File: config.mk
export PLATFORM = sky130hd
export DESIGN_NAME = sdinit_seq
export DESIGN_NICKNAME = d
export VERILOG_FILES = /design/src/rtl/sdinit_pkg.sv /design/src/rtl/sdinit_divider.sv /design/src/rtl/sdinit_wait_cnt.sv /design/src/rtl/sdinit_seq.sv
export SDC_FILE = /design/constraint.sdc
export NUM_CORES = 1
export LEC_CHECK = 0
export BUFFER_PORTS_ARGS = -buffer_cell sky130_fd_sc_hd__buf_4
export CAP_MARGIN = 20
export CORE_UTILIZATION = 48
export DETAILED_ROUTE_END_ITERATION = 8
export PLACE_DENSITY = 0.73
export REMOVE_ABC_BUFFERS = 1
export SLEW_MARGIN = 20
export SYNTH_ARGS = -nofsm -noshare
export SYNTH_HDL_FRONTEND = slang
export SYNTH_SLANG_ARGS = --single-unit
File: constraint.sdc
create_clock -name clk -period 1.75 [get_ports clk]
set_input_delay 0.0875 -clock clk [delete_from_list [all_inputs] [get_ports clk]]
set_output_delay 0.0875 -clock clk [all_outputs]
set_load 0.01 [all_outputs]
File: src/rtl/sdinit_pkg.sv
package sdinit_pkg;

    typedef enum logic [3:0] {
        ST_IDLE,
        ST_PRE,
        ST_PRE_WAIT,
        ST_AREF,
        ST_AREF_WAIT,
        ST_MRS,
        ST_MRS_WAIT,
        ST_RUN,
        ST_RUN_REF,
        ST_RUN_WAIT
    } seq_state_t;

    // {cs_n, ras_n, cas_n, we_n}
    typedef enum logic [3:0] {
        CMD_MRS  = 4'b0000,
        CMD_AREF = 4'b0001,
        CMD_PRE  = 4'b0010,
        CMD_NOP  = 4'b0111
    } sd_cmd_t;

    localparam int MRS_HOLD = 2;

endpackage

File: src/rtl/sdinit_divider.sv
// Free-running wrap counter: counts enabled increments 0..limit, flags the wrap.
module sdinit_divider #(
    parameter int W = 8
) (
    input  logic         clk,
    input  logic         rst_n,
    input  logic         en,
    input  logic         inc,
    input  logic [W-1:0] limit,
    output logic         wrap
);
    logic [W-1:0] cnt;
    logic         at_limit;

    assign at_limit = (cnt == limit);
    assign wrap     = en && inc && at_limit;

    always_ff @(posedge clk or negedge rst_n) begin
        if (!rst_n) begin
            cnt <= '0;
        end else if (!en) begin
            cnt <= '0;
        end else if (inc) begin
            cnt <= at_limit ? '0 : cnt + 1'b1;
        end
    end
endmodule

File: src/rtl/sdinit_wait_cnt.sv
// Gap timer: after a load of len, done is high once max(len,1) cycles have passed.
module sdinit_wait_cnt #(
    parameter int W = 4
) (
    input  logic         clk,
    input  logic         rst_n,
    input  logic         load,
    input  logic [W-1:0] len,
    output logic         done
);
    logic [W-1:0] cnt;

    assign done = (cnt == '0);

    always_ff @(posedge clk or negedge rst_n) begin
        if (!rst_n) begin
            cnt <= '0;
        end else if (load) begin
            cnt <= (len == '0) ? '0 : len - 1'b1;
        end else if (!done) begin
            cnt <= cnt - 1'b1;
        end
    end
endmodule

File: src/rtl/sdinit_seq.sv
module sdinit_seq
    import sdinit_pkg::*;
#(
    parameter int AW         = 13,
    parameter int PW         = 8,
    parameter int TW         = 12,
    parameter int WW         = 4,
    parameter int INIT_REFS  = 8,
    parameter int AP_BIT     = 10
) (
    input  logic          clk,
    input  logic          rst_n,
    input  logic          start_i,
    input  logic [WW-1:0] trp_i,
    input  logic [WW-1:0] trfc_i,
    input  logic [PW-1:0] pre_div_i,
    input  logic [TW-1:0] rfr_period_i,
    input  logic [AW-1:0] mode_val_i,
    output logic          sd_cs_n,
    output logic          sd_ras_n,
    output logic          sd_cas_n,
    output logic          sd_we_n,
    output logic [AW-1:0] sd_addr,
    output logic          rfr_req,
    output logic          ready
);
    localparam int RCW = $clog2(INIT_REFS + 1);
    localparam logic [RCW-1:0] REF_LAST = RCW'(INIT_REFS);

    seq_state_t    state, state_nx;
    sd_cmd_t       cmd;
    logic [RCW-1:0] ref_cnt;
    logic          ready_q;
    logic          pend_q;
    logic          tick, expire;
    logic          w_load, w_done;
    logic [WW-1:0] w_len;

    // Refresh pacing: prescaler feeds the refresh timer, both held while not ready
    sdinit_divider #(.W(PW)) u_presc (
        .clk   (clk),
        .rst_n (rst_n),
        .en    (ready_q),
        .inc   (1'b1),
        .limit (pre_div_i),
        .wrap  (tick)
    );

    sdinit_divider #(.W(TW)) u_timer (
        .clk   (clk),
        .rst_n (rst_n),
        .en    (ready_q),
        .inc   (tick),
        .limit (rfr_period_i),
        .wrap  (expire)
    );

    // One gap timer shared by every recovery wait
    always_comb begin
        w_load = 1'b0;
        w_len  = trfc_i;
        unique case (state)
            ST_PRE:              begin w_load = 1'b1; w_len = trp_i; end
            ST_AREF, ST_RUN_REF: begin w_load = 1'b1; w_len = trfc_i; end
            ST_MRS:              begin w_load = 1'b1; w_len = WW'(MRS_HOLD); end
            default:             begin w_load = 1'b0; w_len = trfc_i; end
        endcase
    end

    sdinit_wait_cnt #(.W(WW)) u_wait (
        .clk   (clk),
        .rst_n (rst_n),
        .load  (w_load),
        .len   (w_len),
        .done  (w_done)
    );

    // Next-state logic
    always_comb begin
        state_nx = state;
        unique case (state)
            ST_IDLE:      if (start_i) state_nx = ST_PRE;
            ST_PRE:       state_nx = ST_PRE_WAIT;
            ST_PRE_WAIT:  if (w_done) state_nx = ST_AREF;
            ST_AREF:      state_nx = ST_AREF_WAIT;
            ST_AREF_WAIT: if (w_done) state_nx = (ref_cnt == REF_LAST) ? ST_MRS : ST_AREF;
            ST_MRS:       state_nx = ST_MRS_WAIT;
            ST_MRS_WAIT:  if (w_done) state_nx = ST_RUN;
            ST_RUN:       if (pend_q) state_nx = ST_RUN_REF;
            ST_RUN_REF:   state_nx = ST_RUN_WAIT;
            ST_RUN_WAIT:  if (w_done) state_nx = ST_RUN;
            default:      state_nx = ST_IDLE;
        endcase
    end

    // State register and sequence bookkeeping
    always_ff @(posedge clk or negedge rst_n) begin
        if (!rst_n) begin
            state   <= ST_IDLE;
            ref_cnt <= '0;
            ready_q <= 1'b0;
            pend_q  <= 1'b0;
        end else begin
            state <= state_nx;
            if (state == ST_AREF) ref_cnt <= ref_cnt + 1'b1;
            if (state == ST_MRS_WAIT && w_done) ready_q <= 1'b1;
            if (expire) pend_q <= 1'b1;
            else if (state == ST_RUN_REF) pend_q <= 1'b0;
        end
    end

    // Output decode (Moore)
    always_comb begin
        cmd     = CMD_NOP;
        sd_addr = '0;
        unique case (state)
            ST_PRE: begin
                cmd             = CMD_PRE;
                sd_addr[AP_BIT] = 1'b1;
            end
            ST_AREF, ST_RUN_REF: cmd = CMD_AREF;
            ST_MRS: begin
                cmd     = CMD_MRS;
                sd_addr = mode_val_i;
            end
            default: cmd = CMD_NOP;
        endcase
    end

    assign sd_cs_n  = cmd[3];
    assign sd_ras_n = cmd[2];
    assign sd_cas_n = cmd[1];
    assign sd_we_n  = cmd[0];
    assign rfr_req  = pend_q;
    assign ready    = ready_q;

endmodule

==> impl_metrics.py, run 1 <==
metrics = {
    "clocking": {
        "clk_latency_ps": 300,
        "cts_tree": "yes",
        "cts.sinks": 34,
        "htreeDepth": 2,
        "cts_made_buffers": 5,
        "clkTransAtPathRegs_ps": 70,
        "clk_path_buf_depth": 2,
        "cts-root-buf": "clkbuf_8",
    },
    "sta": {
        "slew_violations": 0,
        "whs_ps": 232,
        "finalHoldViolations": 0,
        "rsz0062_at_grt": "yes",
        "clock_skew_ps": 6.73,
        "post-route-period-util_pct": 99.3,
        "fin_crit_ps": 1740,
        "timing.fmax_ghz": 0.575,
        "setup_viol": 0,
    },
    "yosys": {
        "yosysUniqueCellTypes": 44,
        "synth_top_area_share_pct": 36.2,
        "synth_edf_count": 0,
        "ys.flop_type": "dfrtp_1",
        "avgSynthCellArea_um2": 8.33,
        "async_flop_share_pct": 100,
        "synth-seq-cells": 34,
        "ys_top_cells_by_area": "dfrtp_1 36%, xor2_1 6.3%, nand3_1 5.5%",
        "yosysTopAreaCell": "dfrtp_1",
        "ys.warnings.count": 0,
        "syn_inst": 282,
        "yosysSeqAreaShare_pct": 36.2,
        "netlist_area_um2": 2350,
    },
    "grt": {
        "overflow": 0,
        "grt_usage_pct": 22.4,
        "grt_start_max_net_pins": 35,
        "antenna_found_initial": 0,
        "grt_pass1_wl_um": 9130,
        "grt_pass1_vias": 2067,
    },
    "cells_and_area": {
        "final_cell_mix": "90 x buf_4, 34 x dfrtp_1, 25 x nand2_1, 25 x nand3_1, 23 x nor2_1",
        "syn_to_final_growth_pct": 39.7,
        "layout.nets": 416,
        "drive_gt1_share_pct": 33.2,
        "diodes": 0,
        "final_common_cell": "buf_4",
        "fin_util_pct": 69.5,
    },
    "floorplan": {
        "die_h_um": 71.9,
        "rows": 25,
        "start_util_pct": 49.7,
        "fp.dieW_um": 71.9,
        "core_um2": 4720,
        "io_pins": 63,
        "dieArea_um2": 5180,
    },
    "setup_path": {
        "cp-end-kind": "output pin",
        "crit_required_ps": 1660,
        "critPathKind": "flip-flop to output pin",
        "reg2regPathDepth": 5,
        "timing.reg2reg.setup_slack_ps": 50,
        "regToRegStartpoint": "u_presc.cnt[0]$_DFF_PN0_",
        "crit_arrival_ps": 1650,
        "cp-endpoint": "sd_addr[12]",
        "r2r_end": "u_timer.cnt[9]$_DFFE_PN0P_",
        "crit_fanout": 10,
        "cp-startpoint": "state[3]$_DFFE_PN0P_",
        "startpoint_type": "flip-flop",
    },
    "hold_path": {
        "whs_path_depth": 5,
        "min_from": "start_i",
        "hold_path_class": "primary input to flip-flop",
    },
    "run_status": {
        "status": "finished clean",
    },
    "route": {
        "route.detailed.vias_per_inst": 5.29,
        "drc": 0,
        "dr_total_vias": 2303,
        "wirelength_um": 5720,
        "first_pass_iters": 5,
        "drt_iter0_markers": 134,
        "routedWlPerCell_um": 13.1,
        "ant_nets": 0,
    },
    "placement": {
        "io_buffers": 61,
        "place.gp.congestion": 0.828,
        "dpl.hpwl_um": 4120,
    },
    "job": {
        "cap_violations": 0,
    },
    "power": {
        "ir_worst_vdd_mv": 0.587,
        "power_leakage_nw": 1.54,
        "power.density_nw_per_um2": 1070,
    },
}
worst min path at each step:
| stage | to | slack [ps] |
|---|---|---|
| after detailed placement | u_timer.cnt[0]$_DFFE_PN0P_ | 70 |
| after global routing | u_wait.cnt[3]$_DFFE_PN0P_ | 280 |
| after floorplan | ready$_DFFE_PN0P_ | -210 |
| after CTS | state[0]$_DFFE_PN0P_ | 220 |
| final | state[0]$_DFFE_PN0P_ | 230 |
| after global placement | u_timer.cnt[0]$_DFFE_PN0P_ | 60 |
worst max-delay path, stage by stage (launching register included):
cell     delay [ps]
dfrtp_1         420
buf_4           180
nor2b_1         200
nand2_2         140
nor2_4          140
and2_1          150
buf_4           120
report_power, final:
group          total [mW]  internal (mW)  switching [mW]
Combinational        1.49          0.713           0.774
Sequential           1.13          0.955           0.172
Clock               0.884          0.571           0.313
Total                3.50           2.24            1.26
cells by family after synthesis:
| family | synth area share (%) |
|---|---|
| AND/OR/NAND/NOR | 29.2 |
| XOR/XNOR | 11.2 |
| AO/OA/AOI/OAI | 12.0 |
| adder cells (fa/ha/maj) | 2.66 |
| flip-flops | 36.2 |
| multiplexers | 3.62 |
| other | 0.160 |
| buffers and inverters | 4.90 |
synth_stat cells (7+ instances only):
| master | count |
|---|---|
| a21oi_1 | 15 |
| a31oi_1 | 8 |
| and2_1 | 13 |
| and3_1 | 7 |
| clkbuf_1 | 10 |
| dfrtp_1 | 34 |
| inv_1 | 8 |
| nand2_1 | 26 |
| nand3_1 | 26 |
| nor2_1 | 26 |
| nor3_1 | 7 |
| o21ai_0 | 10 |
| xnor2_1 | 13 |
| xor2_1 | 17 |
what timing repair did:
item                                    CTS  global route
gates resized for setup                   3            16
buffers inserted                          2             3
hold buffers                              1             0
hold endpoints to repair                 34             0
gates cloned                              0             2
pin swaps                                 3             6
endpoints found under the setup margin   13            29
layer usage:
metal  share of wire (%)  GRT usage, %
met4                 1.9          7.19
met2                  48          38.5
met3                 5.9          4.17
met5                   0             0
met1                  45          28.6
state kept, by name (all words and copies together), names as in the netlist:
register and cells:
u_wait.cnt 4, u_timer.cnt 12, rfr_req 1, ready 1, ref_cnt 4, state 4, u_presc.cnt 8
per-stage QoR:
| step | std cells | cell area (µm²) | setup WS, ps | total power, mW | TNS (ps) |
|---|---|---|---|---|---|
| floorplan | 265 | 2270 | -153 | 1.96 | -694 |
| global placement | 419 | 3000 | 52.1 | 2.49 | 0 |
| detailed placement | 419 | 3000 | -12.1 | 2.53 | -12.1 |
| CTS | 430 | 3170 | 9.64 | 3.45 | 0 |
| global route | 435 | 3280 | -72.4 | 3.72 | -854 |
| finish | 435 | 3280 | 11.6 | 3.50 | 0 |
final cells by class:
cell class,instances,area [µm²]
sequential,34,851
fill,376,1440
clock inverter,3,68.8
tap,67,83.8
multi-input combinational,223,1460
timing repair buffer,94,713
clock buffer,5,68.8
inverter,9,33.8
Power figures use the tool's default switching activity.
==> run 2: changes to the inputs <==
- CORE_UTILIZATION: 48 -> 30
- PLACE_DENSITY: 0.73 -> 0.48
==> impl_metrics.py, run 2 (synthesized netlist as in run 1, its figures left out) <==
metrics = {
    "cells_and_area": {
        "syn_to_final_growth_pct": 41.9,
        "seq_area_um2": 851,
        "regMostFlops": "u_timer.cnt",
        "layout.cells.non_filler": 465,
        "multi_input_area_um2": 1480,
        "biggestRegsByFlops": "u_timer.cnt (12), u_presc.cnt (8)",
        "nFillCells": 728,
        "final_cell_mix": "87 x buf_4, 34 x dfrtp_1, 26 x nand2_1, 26 x nor2_1, 24 x nand3_1",
        "final_common_cell": "buf_4",
        "diodes": 0,
        "drive_gt1_share_pct": 33.3,
        "largest_reg_flops": 12,
        "layout.nets": 415,
    },
    "setup_path": {
        "cp-end-kind": "flip-flop",
        "r2r_end": "u_timer.cnt[9]$_DFFE_PN0P_",
        "timing.reg2reg.setup_slack_ps": 30,
        "cp.buffers_inverters": 0,
        "crit_arrival_ps": 1930,
        "crit_cells": 5,
        "slowest_delay_ps": 510,
        "startpoint_type": "flip-flop",
        "reg2regPathDepth": 5,
        "crit_required_ps": 1960,
        "crit_chain": "xnor2_1, nand4_1, or2_4, or4b_1, a31oi_1",
        "crit_fanout": 3,
        "crit_family": "simple AND/OR/NAND/NOR gates",
        "cp_slowest_cell": "or4b_1",
        "regToRegStartpoint": "u_presc.cnt[6]$_DFF_PN0_",
        "critPathKind": "flip-flop to flip-flop",
    },
    "hold_path": {
        "hold_path_class": "primary input to flip-flop",
        "whs_path_depth": 5,
        "min_from": "start_i",
        "min_to": "state[0]$_DFFE_PN0P_",
    },
    "clocking": {
        "cts-root-buf": "clkbuf_8",
        "clk_path_buf_depth": 2,
        "cts_tree": "yes",
        "htreeDepth": 2,
        "clkTransAtPathRegs_ps": 70,
        "cts_made_buffers": 5,
        "cts.sinks": 34,
        "clk_latency_ps": 290,
    },
    "grt": {
        "overflow": 0,
        "grt_pass1_wl_um": 9850,
        "grt_start_max_net_pins": 35,
        "grt_usage_pct": 14.8,
        "grt_pass1_vias": 2123,
        "antenna_found_initial": 0,
    },
    "route": {
        "met1_length_um": 2800,
        "drt_iter0_markers": 50,
        "ant_nets": 0,
        "top_layer": "met4",
        "wl_met2_um": 2740,
        "route.detailed.vias_per_inst": 4.84,
        "dr_wl_met3_um": 347,
        "dr_total_vias": 2251,
        "wirelength_um": 5930,
        "drc": 0,
        "routedWlPerCell_um": 12.7,
        "first_pass_iters": 4,
    },
    "floorplan": {
        "io_pins": 63,
        "dieArea_um2": 8190,
        "core_um2": 7410,
        "start_util_pct": 31.7,
        "die_h_um": 90.5,
        "fp.dieW_um": 90.5,
        "rows": 31,
    },
    "sta": {
        "setup_viol": 0,
        "post-route-period-util_pct": 98.1,
        "slew_violations": 0,
        "clock_skew_ps": 9.59,
        "finalHoldViolations": 0,
        "fin_crit_ps": 1720,
        "tns_ps": 0,
        "rsz0062_at_grt": "yes",
        "timing.fmax_ghz": 0.583,
    },
    "power": {
        "power_leakage_nw": 1.55,
        "report.power.total_mw": 3.13,
        "ir_worst_vdd_mv": 0.330,
        "power.density_nw_per_um2": 940,
    },
    "placement": {
        "io_buffers": 61,
        "place.gp.congestion": 0.791,
        "dp.cells": 452,
        "dpl.hpwl_um": 4280,
    },
    "job": {
        "cap_violations": 0,
    },
    "run_status": {
        "status": "finished clean",
    },
}
[run 2: cell types whose count changed in the layout (fill, tap and decap cells not counted), moves of 2 or more]
| cell | previous run | this run |
|---|---|---|
| nor2_1 | 23 | 26 |
| buf_4 | 90 | 87 |
| bufinv_16 | 2 | 0 |
| nor4_2 | 3 | 1 |
| nor4_4 | 0 | 2 |
| clkinv_2 | 0 | 2 |
| clkbuf_16 | 0 | 2 |
| nor2_4 | 3 | 0 |
[run 2: worst max-delay path by stage]
stage / start / end / slack (ps)
finish: u_presc.cnt[6]$_DFF_PN0_ / u_timer.cnt[9]$_DFFE_PN0P_ / 30
global route: u_timer.cnt[11]$_DFFE_PN0P_ / u_timer.cnt[11]$_DFFE_PN0P_ / -60
CTS: u_presc.cnt[4]$_DFF_PN0_ / u_timer.cnt[9]$_DFFE_PN0P_ / 0.5
detailed placement: u_presc.cnt[4]$_DFF_PN0_ / u_timer.cnt[9]$_DFFE_PN0P_ / -30
global placement: u_presc.cnt[4]$_DFF_PN0_ / u_timer.cnt[9]$_DFFE_PN0P_ / 1
floorplan: u_timer.cnt[2]$_DFFE_PN0P_ / u_timer.cnt[11]$_DFFE_PN0P_ / -150
[run 2: what timing repair did]
action,in CTS,in global routing
hold endpoints to repair,34,0
endpoints found under the setup margin,3,32
pin swaps,0,9
hold buffers,1,0
buffers inserted,0,3
gates cloned,0,2
resized for setup,3,22
[run 2: worst register-to-register path, cell delays in order (launching register included)]
cell and delay [ps]:
dfrtp_1 420, xnor2_1 160, nand4_1 140, or2_4 290, or4b_1 510, a31oi_1 130
[run 2: cell type report]
cell class	count	area share (%)
tap	99	3.72
sequential	34	25.5
inverter	9	1.01
clock inverter	2	0.300
timing repair buffer	94	22.9
multi-input combinational	222	44.5
clock buffer	5	2.06
[run 2: per-stage QoR]
step                      utilization [%]  setup WS (ps)  area, µm²  hold slack [ps]
final                                45.0           33.9       3330              218
after global routing                 45.0          -64.9       3330              227
after CTS                            42.5          0.459       3150              203
after detailed placement             41.2          -31.6       3050             80.5
after global placement               41.2           1.19       3050             78.3
after floorplan                         -           -153       2270             -208
[run 2: metal layers]
| layer | vias up | GRT usage, % |
|---|---|---|
| li1 | 1141 | - |
| met1 | 1037 | 19.6 |
| met2 | 69 | 24.1 |
| met3 | 4 | 3.45 |
| met4 | 0 | 3.63 |
| met5 | - | 0 |
[run 2: where the power goes]
group          internal [mW]  switching, mW  total, mW
logic                  0.727          0.748       1.47
clock network          0.267          0.284      0.551
registers              0.956          0.150       1.11
total                   1.95           1.18       3.13
